`src/rtl/simsamp_pkg.sv`:
```
// Shared defaults for the simultaneous-sampling sequencer.
// Assumes channel count does not exceed the result width (mask rides low bus bits).
package simsamp_pkg;
    localparam int CH_N      = 8;   // channels
    localparam int RES_W     = 14;  // result width
    localparam int FIRST_LAT = 17;  // edges from start rise to first result
    localparam int GAP       = 3;   // edges between results
endpackage

```
`src/rtl/simsamp_cfg.sv`:
```
// Channel mask store: staging register written from the bus, working register
// loaded from staging on an accepted start fall.
// Assumes write/load pulses are single-cycle, already qualified by the top.
module simsamp_cfg #(
    parameter int NCH = simsamp_pkg::CH_N
) (
    input  logic           clk,
    input  logic           rst_n,
    input  logic           wr_cap,
    input  logic           load,
    input  logic [NCH-1:0] din,
    output logic [NCH-1:0] active
);
    logic [NCH-1:0] pend;

    // Capture host writes and promote them at start.
    always_ff @(posedge clk) begin
        if (!rst_n) begin
            pend   <= '1;
            active <= '1;
        end else begin
            if (wr_cap) pend <= din;
            if (load) active <= pend;
        end
    end

    p_active_on_start_r3: assert property (@(posedge clk) disable iff (!rst_n)
        !$stable(active) |-> $past(load))
        else $error("working mask moved without start fall");

    p_pend_on_write_r10: assert property (@(posedge clk) disable iff (!rst_n)
        !$stable(pend) |-> $past(wr_cap))
        else $error("staging mask moved without bus write");
endmodule

```
`src/rtl/simsamp_sched.sv`:
```
// Conversion scheduler: counts edges from the start rise, announces one result
// per enabled channel at FIRST + GAP*k, lowest channel first.
// Assumes go_fall and go_rise are never high together.
module simsamp_sched #(
    parameter int NCH   = simsamp_pkg::CH_N,
    parameter int FIRST = simsamp_pkg::FIRST_LAT,
    parameter int STEP  = simsamp_pkg::GAP,
    localparam int IW   = $clog2(NCH),
    localparam int SW   = $clog2(NCH + 1),
    localparam int CW   = $clog2(FIRST + STEP * NCH + 1)
) (
    input  logic           clk,
    input  logic           rst_n,
    input  logic           go_fall,
    input  logic           go_rise,
    input  logic [NCH-1:0] mask,
    output logic           emit,
    output logic [IW-1:0]  emit_slot,
    output logic [IW-1:0]  emit_ch,
    output logic [SW-1:0]  nres,
    output logic           eoc_n,
    output logic           eolc_n
);
    logic          running;
    logic [CW-1:0] cnt;
    logic [SW-1:0] slot;
    logic [IW:0]   from;
    logic          last;
    int            pick;

    // Lowest enabled channel at or above the search start.
    always_comb begin
        pick = NCH;
        for (int i = NCH - 1; i >= 0; i--)
            if (mask[i] && i >= int'(from)) pick = i;
    end

    // Slot timing and end-of-sequence detection.
    always_comb begin
        nres      = SW'($countones(mask));
        emit      = running && (int'(cnt) + 1 == FIRST + STEP * int'(slot));
        last      = (int'(slot) + 1 == int'(nres));
        emit_slot = slot[IW-1:0];
        emit_ch   = IW'(pick);
    end

    // Sequence state and the two result flags.
    always_ff @(posedge clk) begin
        if (!rst_n) begin
            running <= 1'b0;
            cnt     <= '0;
            slot    <= '0;
            from    <= '0;
            eoc_n   <= 1'b1;
            eolc_n  <= 1'b1;
        end else begin
            eoc_n <= 1'b1;
            if (go_fall) begin
                running <= 1'b0;
                slot    <= '0;
                eolc_n  <= 1'b1;
            end else if (go_rise) begin
                running <= (mask != '0);
                cnt     <= '0;
                slot    <= '0;
                from    <= '0;
                eolc_n  <= 1'b1;
            end else if (running) begin
                cnt <= cnt + CW'(1);
                if (emit) begin
                    eoc_n <= 1'b0;
                    slot  <= slot + SW'(1);
                    from  <= (IW + 1)'(pick + 1);
                    if (last) begin
                        eolc_n  <= 1'b0;
                        running <= 1'b0;
                    end
                end
            end
        end
    end

    p_eoc_single_r4: assert property (@(posedge clk) disable iff (!rst_n)
        !eoc_n |=> eoc_n)
        else $error("result flag held low too long");

    p_eolc_on_result_r6: assert property (@(posedge clk) disable iff (!rst_n)
        $fell(eolc_n) |-> !eoc_n)
        else $error("last flag fell without a result");

    p_slot_bound_r5: assert property (@(posedge clk) disable iff (!rst_n)
        slot <= nres)
        else $error("more results than enabled channels");

    p_empty_silent_r9: assert property (@(posedge clk) disable iff (!rst_n)
        (mask == '0) |-> (eoc_n && eolc_n))
        else $error("result flagged with empty mask");
endmodule

```
`src/rtl/simsamp_rbuf.sv`:
```
// Result store: freezes samples at start rise, files each announced result by
// slot, and serves them through a saturating read pointer.
// Assumes emit_slot is below the enabled-channel count.
module simsamp_rbuf #(
    parameter int NCH = simsamp_pkg::CH_N,
    parameter int RW  = simsamp_pkg::RES_W,
    localparam int IW = $clog2(NCH),
    localparam int SW = $clog2(NCH + 1)
) (
    input  logic              clk,
    input  logic              rst_n,
    input  logic              snap_en,
    input  logic [NCH*RW-1:0] samples,
    input  logic              emit,
    input  logic [IW-1:0]     emit_slot,
    input  logic [IW-1:0]     emit_ch,
    input  logic              ptr_clr,
    input  logic              ptr_adv,
    input  logic [SW-1:0]     nres,
    output logic [RW-1:0]     rd_data
);
    logic [RW-1:0] snap [NCH];
    logic [RW-1:0] res  [NCH];
    logic [IW-1:0] rptr;

    for (genvar c = 0; c < NCH; c++) begin : g_snap
        // Hold channel c's sample from the start rise.
        always_ff @(posedge clk) begin
            if (!rst_n) snap[c] <= '0;
            else if (snap_en) snap[c] <= samples[c*RW +: RW];
        end
    end

    // File each result under its sequence slot.
    always_ff @(posedge clk) begin
        if (!rst_n) begin
            for (int i = 0; i < NCH; i++) res[i] <= '0;
        end else if (emit) begin
            res[emit_slot] <= snap[emit_ch];
        end
    end

    // Read pointer: restart at start, advance per read, stop on the last.
    always_ff @(posedge clk) begin
        if (!rst_n) rptr <= '0;
        else if (ptr_clr) rptr <= '0;
        else if (ptr_adv && (int'(rptr) + 1 < int'(nres))) rptr <= rptr + IW'(1);
    end

    assign rd_data = res[rptr];

    p_rptr_range_r8: assert property (@(posedge clk) disable iff (!rst_n)
        (nres != '0) |-> (int'(rptr) < int'(nres)))
        else $error("read pointer past last result");

    p_rptr_moves_r8: assert property (@(posedge clk) disable iff (!rst_n)
        !$stable(rptr) |-> $past(ptr_clr || ptr_adv))
        else $error("read pointer moved without cause");
endmodule

```
`src/rtl/simsamp_seq.sv`:
```
// Top of the simultaneous-sampling conversion sequencer. Detects strobe edges
// on the conversion clock, gates starts with shutdown, and drives the result bus.
// Assumes all strobes are synchronous to clk.
module simsamp_seq #(
    parameter int NCH   = simsamp_pkg::CH_N,
    parameter int RW    = simsamp_pkg::RES_W,
    parameter int FIRST = simsamp_pkg::FIRST_LAT,
    parameter int STEP  = simsamp_pkg::GAP,
    localparam int IW   = $clog2(NCH),
    localparam int SW   = $clog2(NCH + 1)
) (
    input  logic              clk,
    input  logic              rst_n,
    input  logic              cs_n,
    input  logic              wr_n,
    input  logic              rd_n,
    input  logic              start_n,
    input  logic              shutdown,
    input  logic [NCH-1:0]    cfg_in,
    input  logic [NCH*RW-1:0] sample_in,
    output logic [RW-1:0]     data_out,
    output logic              data_oe,
    output logic              eoc_n,
    output logic              eolc_n
);
    logic          start_q, wr_q, rd_q;
    logic          go_fall, go_rise, wr_cap, rd_done;
    logic [NCH-1:0] active;
    logic          emit;
    logic [IW-1:0] emit_slot, emit_ch;
    logic [SW-1:0] nres;
    logic [RW-1:0] rd_data;

    // Previous strobe levels for edge detection.
    always_ff @(posedge clk) begin
        if (!rst_n) begin
            start_q <= 1'b1;
            wr_q    <= 1'b1;
            rd_q    <= 1'b1;
        end else begin
            start_q <= start_n;
            wr_q    <= wr_n;
            rd_q    <= rd_n;
        end
    end

    // Qualified single-cycle events.
    always_comb begin
        go_fall = start_q && !start_n && !shutdown;
        go_rise = !start_q && start_n && !shutdown;
        wr_cap  = !wr_q && wr_n && !cs_n;
        rd_done = !rd_q && rd_n && !cs_n;
        data_oe = !rd_n && !cs_n;
        data_out = data_oe ? rd_data : '0;
    end

    simsamp_cfg #(.NCH(NCH)) u_cfg (
        .clk(clk), .rst_n(rst_n), .wr_cap(wr_cap), .load(go_fall),
        .din(cfg_in), .active(active)
    );

    simsamp_sched #(.NCH(NCH), .FIRST(FIRST), .STEP(STEP)) u_sched (
        .clk(clk), .rst_n(rst_n), .go_fall(go_fall), .go_rise(go_rise),
        .mask(active), .emit(emit), .emit_slot(emit_slot), .emit_ch(emit_ch),
        .nres(nres), .eoc_n(eoc_n), .eolc_n(eolc_n)
    );

    simsamp_rbuf #(.NCH(NCH), .RW(RW)) u_rbuf (
        .clk(clk), .rst_n(rst_n), .snap_en(go_rise), .samples(sample_in),
        .emit(emit), .emit_slot(emit_slot), .emit_ch(emit_ch),
        .ptr_clr(go_fall), .ptr_adv(rd_done), .nres(nres), .rd_data(rd_data)
    );
endmodule

```
`config.mk`:
```
export PLATFORM = sky130hd
export DESIGN_NAME = simsamp_seq
export DESIGN_NICKNAME = d
export VERILOG_FILES = /design/src/rtl/simsamp_pkg.sv /design/src/rtl/simsamp_cfg.sv /design/src/rtl/simsamp_sched.sv /design/src/rtl/simsamp_rbuf.sv /design/src/rtl/simsamp_seq.sv
export SDC_FILE = /design/constraint.sdc
export NUM_CORES = 1
export LEC_CHECK = 0
export BUFFER_PORTS_ARGS = -buffer_cell sky130_fd_sc_hd__buf_4
export CORE_ASPECT_RATIO = 0.9
export CORE_MARGIN = 3
export CORE_UTILIZATION = 55
export DETAILED_ROUTE_END_ITERATION = 10
export HOLD_SLACK_MARGIN = 0.12
export PLACE_DENSITY = 0.76
export SLEW_MARGIN = 20
export SYNTH_ARGS = -nofsm -noshare
export SYNTH_HDL_FRONTEND = slang
export SYNTH_SLANG_ARGS = --single-unit
```
`constraint.sdc`:
```
create_clock -name clk -period 5 [get_ports clk]
set_input_delay 0.75 -clock clk [delete_from_list [all_inputs] [get_ports clk]]
set_output_delay 0.75 -clock clk [all_outputs]
set_load 0.1 [all_outputs]
```
==> impl_metrics.tcl <==
set metrics [dict create \
    run_status "completed" \
    hold_slack_ns 0.430 \
    cts.clk_slew.worst_paths_ns 0.06 \
    setup-violations-final 0 \
    postSynthCellCount 1039 \
    ys_async_sr_fraction_pct 0 \
    vias_per_cell 6.01 \
    drive_gt1_share_pct 23.7 \
    critical_path.reg2reg.startpoint "u_sched.slot[1]" \
    vias 8864 \
    io_pins 144 \
    max-slew-margin-rel_pct 25.2 \
    crit_path_max_fanout 14 \
    grtUsageTotal_pct 24.6 \
    layout-area-overhead-vs-synth_pct 17.0 \
    die_h_um 151 \
    drc 0 \
    multiInputGateArea_um2 4830 \
    clk-insertion-delay-late_ns 0.52 \
    yosysMostFrequentCell "sky130_fd_sc_hd__edfxtp_1" \
    grt-ovfl-total 0 \
    final.min_clock_period_ns 3.79 \
    post_cts_hold_buffer_count 0 \
    synth_seq_cells 266 \
    ys_warn_count 0 \
    syn-num-nets 1196 \
    critical_path.startpoint "u_sched.slot[1]" \
    portBuffers 143 \
    initial_core_util_pct 56.4 \
    final.period_utilization_pct 75.7 \
    start_kind "flop" \
    avgSynthCellArea_um2 12.3 \
    synth.cell_area_um2 12800 \
    antenna_found_initial 0 \
    worstSetupEndpointType "flop" \
    synth_commonest_cells "224 x sky130_fd_sc_hd__edfxtp_1, 155 x sky130_fd_sc_hd__nor2_1, 116 x sky130_fd_sc_hd__and3_1, 60 x sky130_fd_sc_hd__nand2_1, 55 x sky130_fd_sc_hd__clkbuf_1" \
    place_congestion 0.873 \
    cts.sink_count 266 \
    total_negative_setup_slack_ns 0 \
    drt-total-wl_um 31200 \
    placeableCoreArea_um2 22700 \
    die_area_um2 25200 \
    irDropWorstVdd_v 0.000235 \
    critical_path.endpoint "u_rbuf.res[5][3]" \
    fin_skew_ns 0.0102 \
    max_cap_viol_count 0 \
    cts_inserted_buffers 27 \
    report.final.slew_viol_count 0 \
    ff2ff_path_depth 11 \
    ys.flop_type "sky130_fd_sc_hd__edfxtp_1" \
    first_pass_grt_wire_length_um 48400 \
    final.fill_count 1704 \
    wire_per_inst_um 21.2 \
    num-nets-final 1316 \
    critical_setup_path_kind "reg2reg" \
    dr.first_iter.drc_count 913 \
    worst_pin_slew_ns 1.12 \
    rsz_0062_raised_after_global_routing "false" \
    first_pass_iters 5 \
    number_of_global_route_vias_before_repair 8522 \
    worst_case_clock_buffer_depth 3 \
    synth_cell_types 75 \
    cts.htree.levels 1 \
    cts_tree "built" \
    n_antenna_cell 0 \
    cts_setup_buffers 0 \
    timing.final.hold_violations 0 \
    powerDensity_nw_per_um2 329 \
    cts.repair.resized 0 \
    detailed_placement_hpwl_um 21300 \
    post-synth-top-area-cell "sky130_fd_sc_hd__edfxtp_1" \
    synth_edf_count 224 \
    post_synth_main_area_contributors "sky130_fd_sc_hd__edfxtp_1 52%, sky130_fd_sc_hd__dfxtp_1 6.6%, sky130_fd_sc_hd__and3_1 5.7%" \
    p_leak_nw 6.19 \
    cts.root.buffer_cell "sky130_fd_sc_hd__clkbuf_16" \
    max_freq_mhz 264 \
    synth.yosys.seq_area_share_pct 59.1 \
    regToRegSetupSlack_ns 1.21 \
    regToRegEndpoint "u_rbuf.res[5][3]" \
    die_width_um 167 \
    maximum_number_of_pins_on_one_net_before_global_route_repair 119 \
    ant_nets 0 \
    placementRows 52 \
    seqCellArea_um2 7570 \
    worstHoldPathType "in2reg" \
    yosys.area.top_type_share_pct 52.5 \
    arrival_ns 4.00 \
    worst_ep_required_time_ns 5.21 \
]
## worst min-delay path by stage
stage	startpoint	end	slack [ns]	depth (start not counted)
global placement	u_cfg.pend[5]	u_cfg.pend[5]	0.45	2
floorplan	u_cfg.pend[0]	u_cfg.pend[0]	0.44	2
CTS	wr_n	wr_q	0.42	2
global route	wr_n	wr_q	0.43	2
detailed placement	u_cfg.pend[3]	u_cfg.pend[3]	0.46	2
finish	wr_n	wr_q	0.43	2
## flip-flops by register name, indices dropped and copies added (netlist names), named ones only
name	cells
rd_q	1
start_q	1
u_cfg.active	8
u_cfg.pend	8
u_rbuf.res	112
u_rbuf.rptr	3
u_rbuf.snap	112
u_sched.cnt	6
u_sched.eoc_n	1
u_sched.eolc_n	1
u_sched.from	4
u_sched.running	1
u_sched.slot	4
wr_q	1
## cells by family (layout without fill, tap and decap cells)
kind of cell               Yosys count  in the layout  synth area share, %
buffers and inverters              103            243                 3.64
AOI/OAI and AO/OA                  158            158                 9.01
adders and majority gates           30             30                 3.22
and+or+nand+nor                    414            414                 17.0
xor gates and xnor gates            24             24                 1.81
muxes                               44             44                 6.21
DFF                                266            266                 59.1
## report_power, final
group | switching, mW | total (mW) | internal, mW
logic | 0.269 | 0.457 | 0.188
clock network | 0.817 | 1.96 | 1.14
registers | 0.0382 | 2.52 | 2.48
## through the flow
stage | instances | power, mW | cell area (µm²) | setup slack, ns | utilization [%]
finish | 1476 | 4.93 | 15000 | 1.21 | 66.0
global route | 1476 | 5.08 | 15000 | 1.00 | 66.0
CTS | 1476 | 4.95 | 15000 | 1.23 | 66.0
detailed placement | 1427 | 3.02 | 14100 | 1.28 | 62.2
global placement | 1427 | 3.01 | 14100 | 1.35 | 62.2
floorplan | 1039 | 2.82 | 12800 | 0.813 | -
## metal layers
layer,vias to the layer above,global-route usage (%),routed length (µm)
met3,41,4.72,3100
met4,0,6.35,814
li1,4097,-,-
met5,-,0,0
met2,443,37.9,14300
met1,4283,36.5,13000
## layout by cell type, fill, tap and decap left out, types with 3 or more instances in the layout
| cell type | netlist | routed |
|---|---|---|
| sky130_fd_sc_hd__a21oi_1 | 26 | 26 |
| sky130_fd_sc_hd__a22o_1 | 14 | 14 |
| sky130_fd_sc_hd__a22oi_1 | 15 | 14 |
| sky130_fd_sc_hd__a31oi_1 | 14 | 14 |
| sky130_fd_sc_hd__and2_1 | 16 | 15 |
| sky130_fd_sc_hd__and3_1 | 116 | 116 |
| sky130_fd_sc_hd__buf_4 | 4 | 168 |
| sky130_fd_sc_hd__bufinv_16 | 0 | 3 |
| sky130_fd_sc_hd__clkbuf_1 | 55 | 5 |
| sky130_fd_sc_hd__clkbuf_16 | 0 | 27 |
| sky130_fd_sc_hd__clkinv_1 | 1 | 4 |
| sky130_fd_sc_hd__clkinv_2 | 0 | 8 |
| sky130_fd_sc_hd__dfxtp_1 | 42 | 40 |
| sky130_fd_sc_hd__edfxtp_1 | 224 | 224 |
| sky130_fd_sc_hd__fa_1 | 5 | 5 |
| sky130_fd_sc_hd__ha_1 | 25 | 25 |
| sky130_fd_sc_hd__inv_1 | 25 | 25 |
| sky130_fd_sc_hd__mux2i_1 | 15 | 15 |
| sky130_fd_sc_hd__mux4_2 | 28 | 28 |
| sky130_fd_sc_hd__nand2_1 | 60 | 59 |
| sky130_fd_sc_hd__nand2b_1 | 7 | 7 |
| sky130_fd_sc_hd__nand3_1 | 30 | 30 |
| sky130_fd_sc_hd__nand4_1 | 3 | 3 |
| sky130_fd_sc_hd__nand4_4 | 4 | 4 |
| sky130_fd_sc_hd__nand4b_4 | 4 | 4 |
| sky130_fd_sc_hd__nor2_1 | 155 | 155 |
| sky130_fd_sc_hd__nor2b_1 | 3 | 3 |
| sky130_fd_sc_hd__o211ai_1 | 22 | 22 |
| sky130_fd_sc_hd__o21a_1 | 4 | 4 |
| sky130_fd_sc_hd__o21ai_0 | 19 | 11 |
| sky130_fd_sc_hd__o21ai_1 | 1 | 9 |
| sky130_fd_sc_hd__o31ai_1 | 9 | 3 |
| sky130_fd_sc_hd__o31ai_2 | 5 | 11 |
| sky130_fd_sc_hd__xnor2_1 | 18 | 18 |
| sky130_fd_sc_hd__xor2_1 | 4 | 4 |
## layout make-up
| class | count | share of cell area, % |
|---|---|---|
| Timing Repair Buffer | 168 | 8.42 |
| Sequential cell | 266 | 50.5 |
| Multi-Input combinational cell | 670 | 32.3 |
| Clock buffer | 32 | 4.63 |
| Clock inverter | 17 | 1.06 |
| Inverter | 26 | 0.651 |
| Tap cell | 297 | 2.48 |
## worst max-delay path, stage by stage, from the launching register on
cell,delay [ns]
sky130_fd_sc_hd__dfxtp_1,0.41
sky130_fd_sc_hd__ha_1,0.32
sky130_fd_sc_hd__inv_1,0.10
sky130_fd_sc_hd__fa_1,0.52
sky130_fd_sc_hd__xnor2_1,0.27
sky130_fd_sc_hd__xnor2_1,0.12
sky130_fd_sc_hd__a41oi_1,0.19
sky130_fd_sc_hd__o2111ai_1,0.23
sky130_fd_sc_hd__nor3_4,0.51
sky130_fd_sc_hd__nand2_1,0.27
sky130_fd_sc_hd__o21ai_1,0.25
sky130_fd_sc_hd__buf_4,0.27
Power figures use the tool's default switching activity.
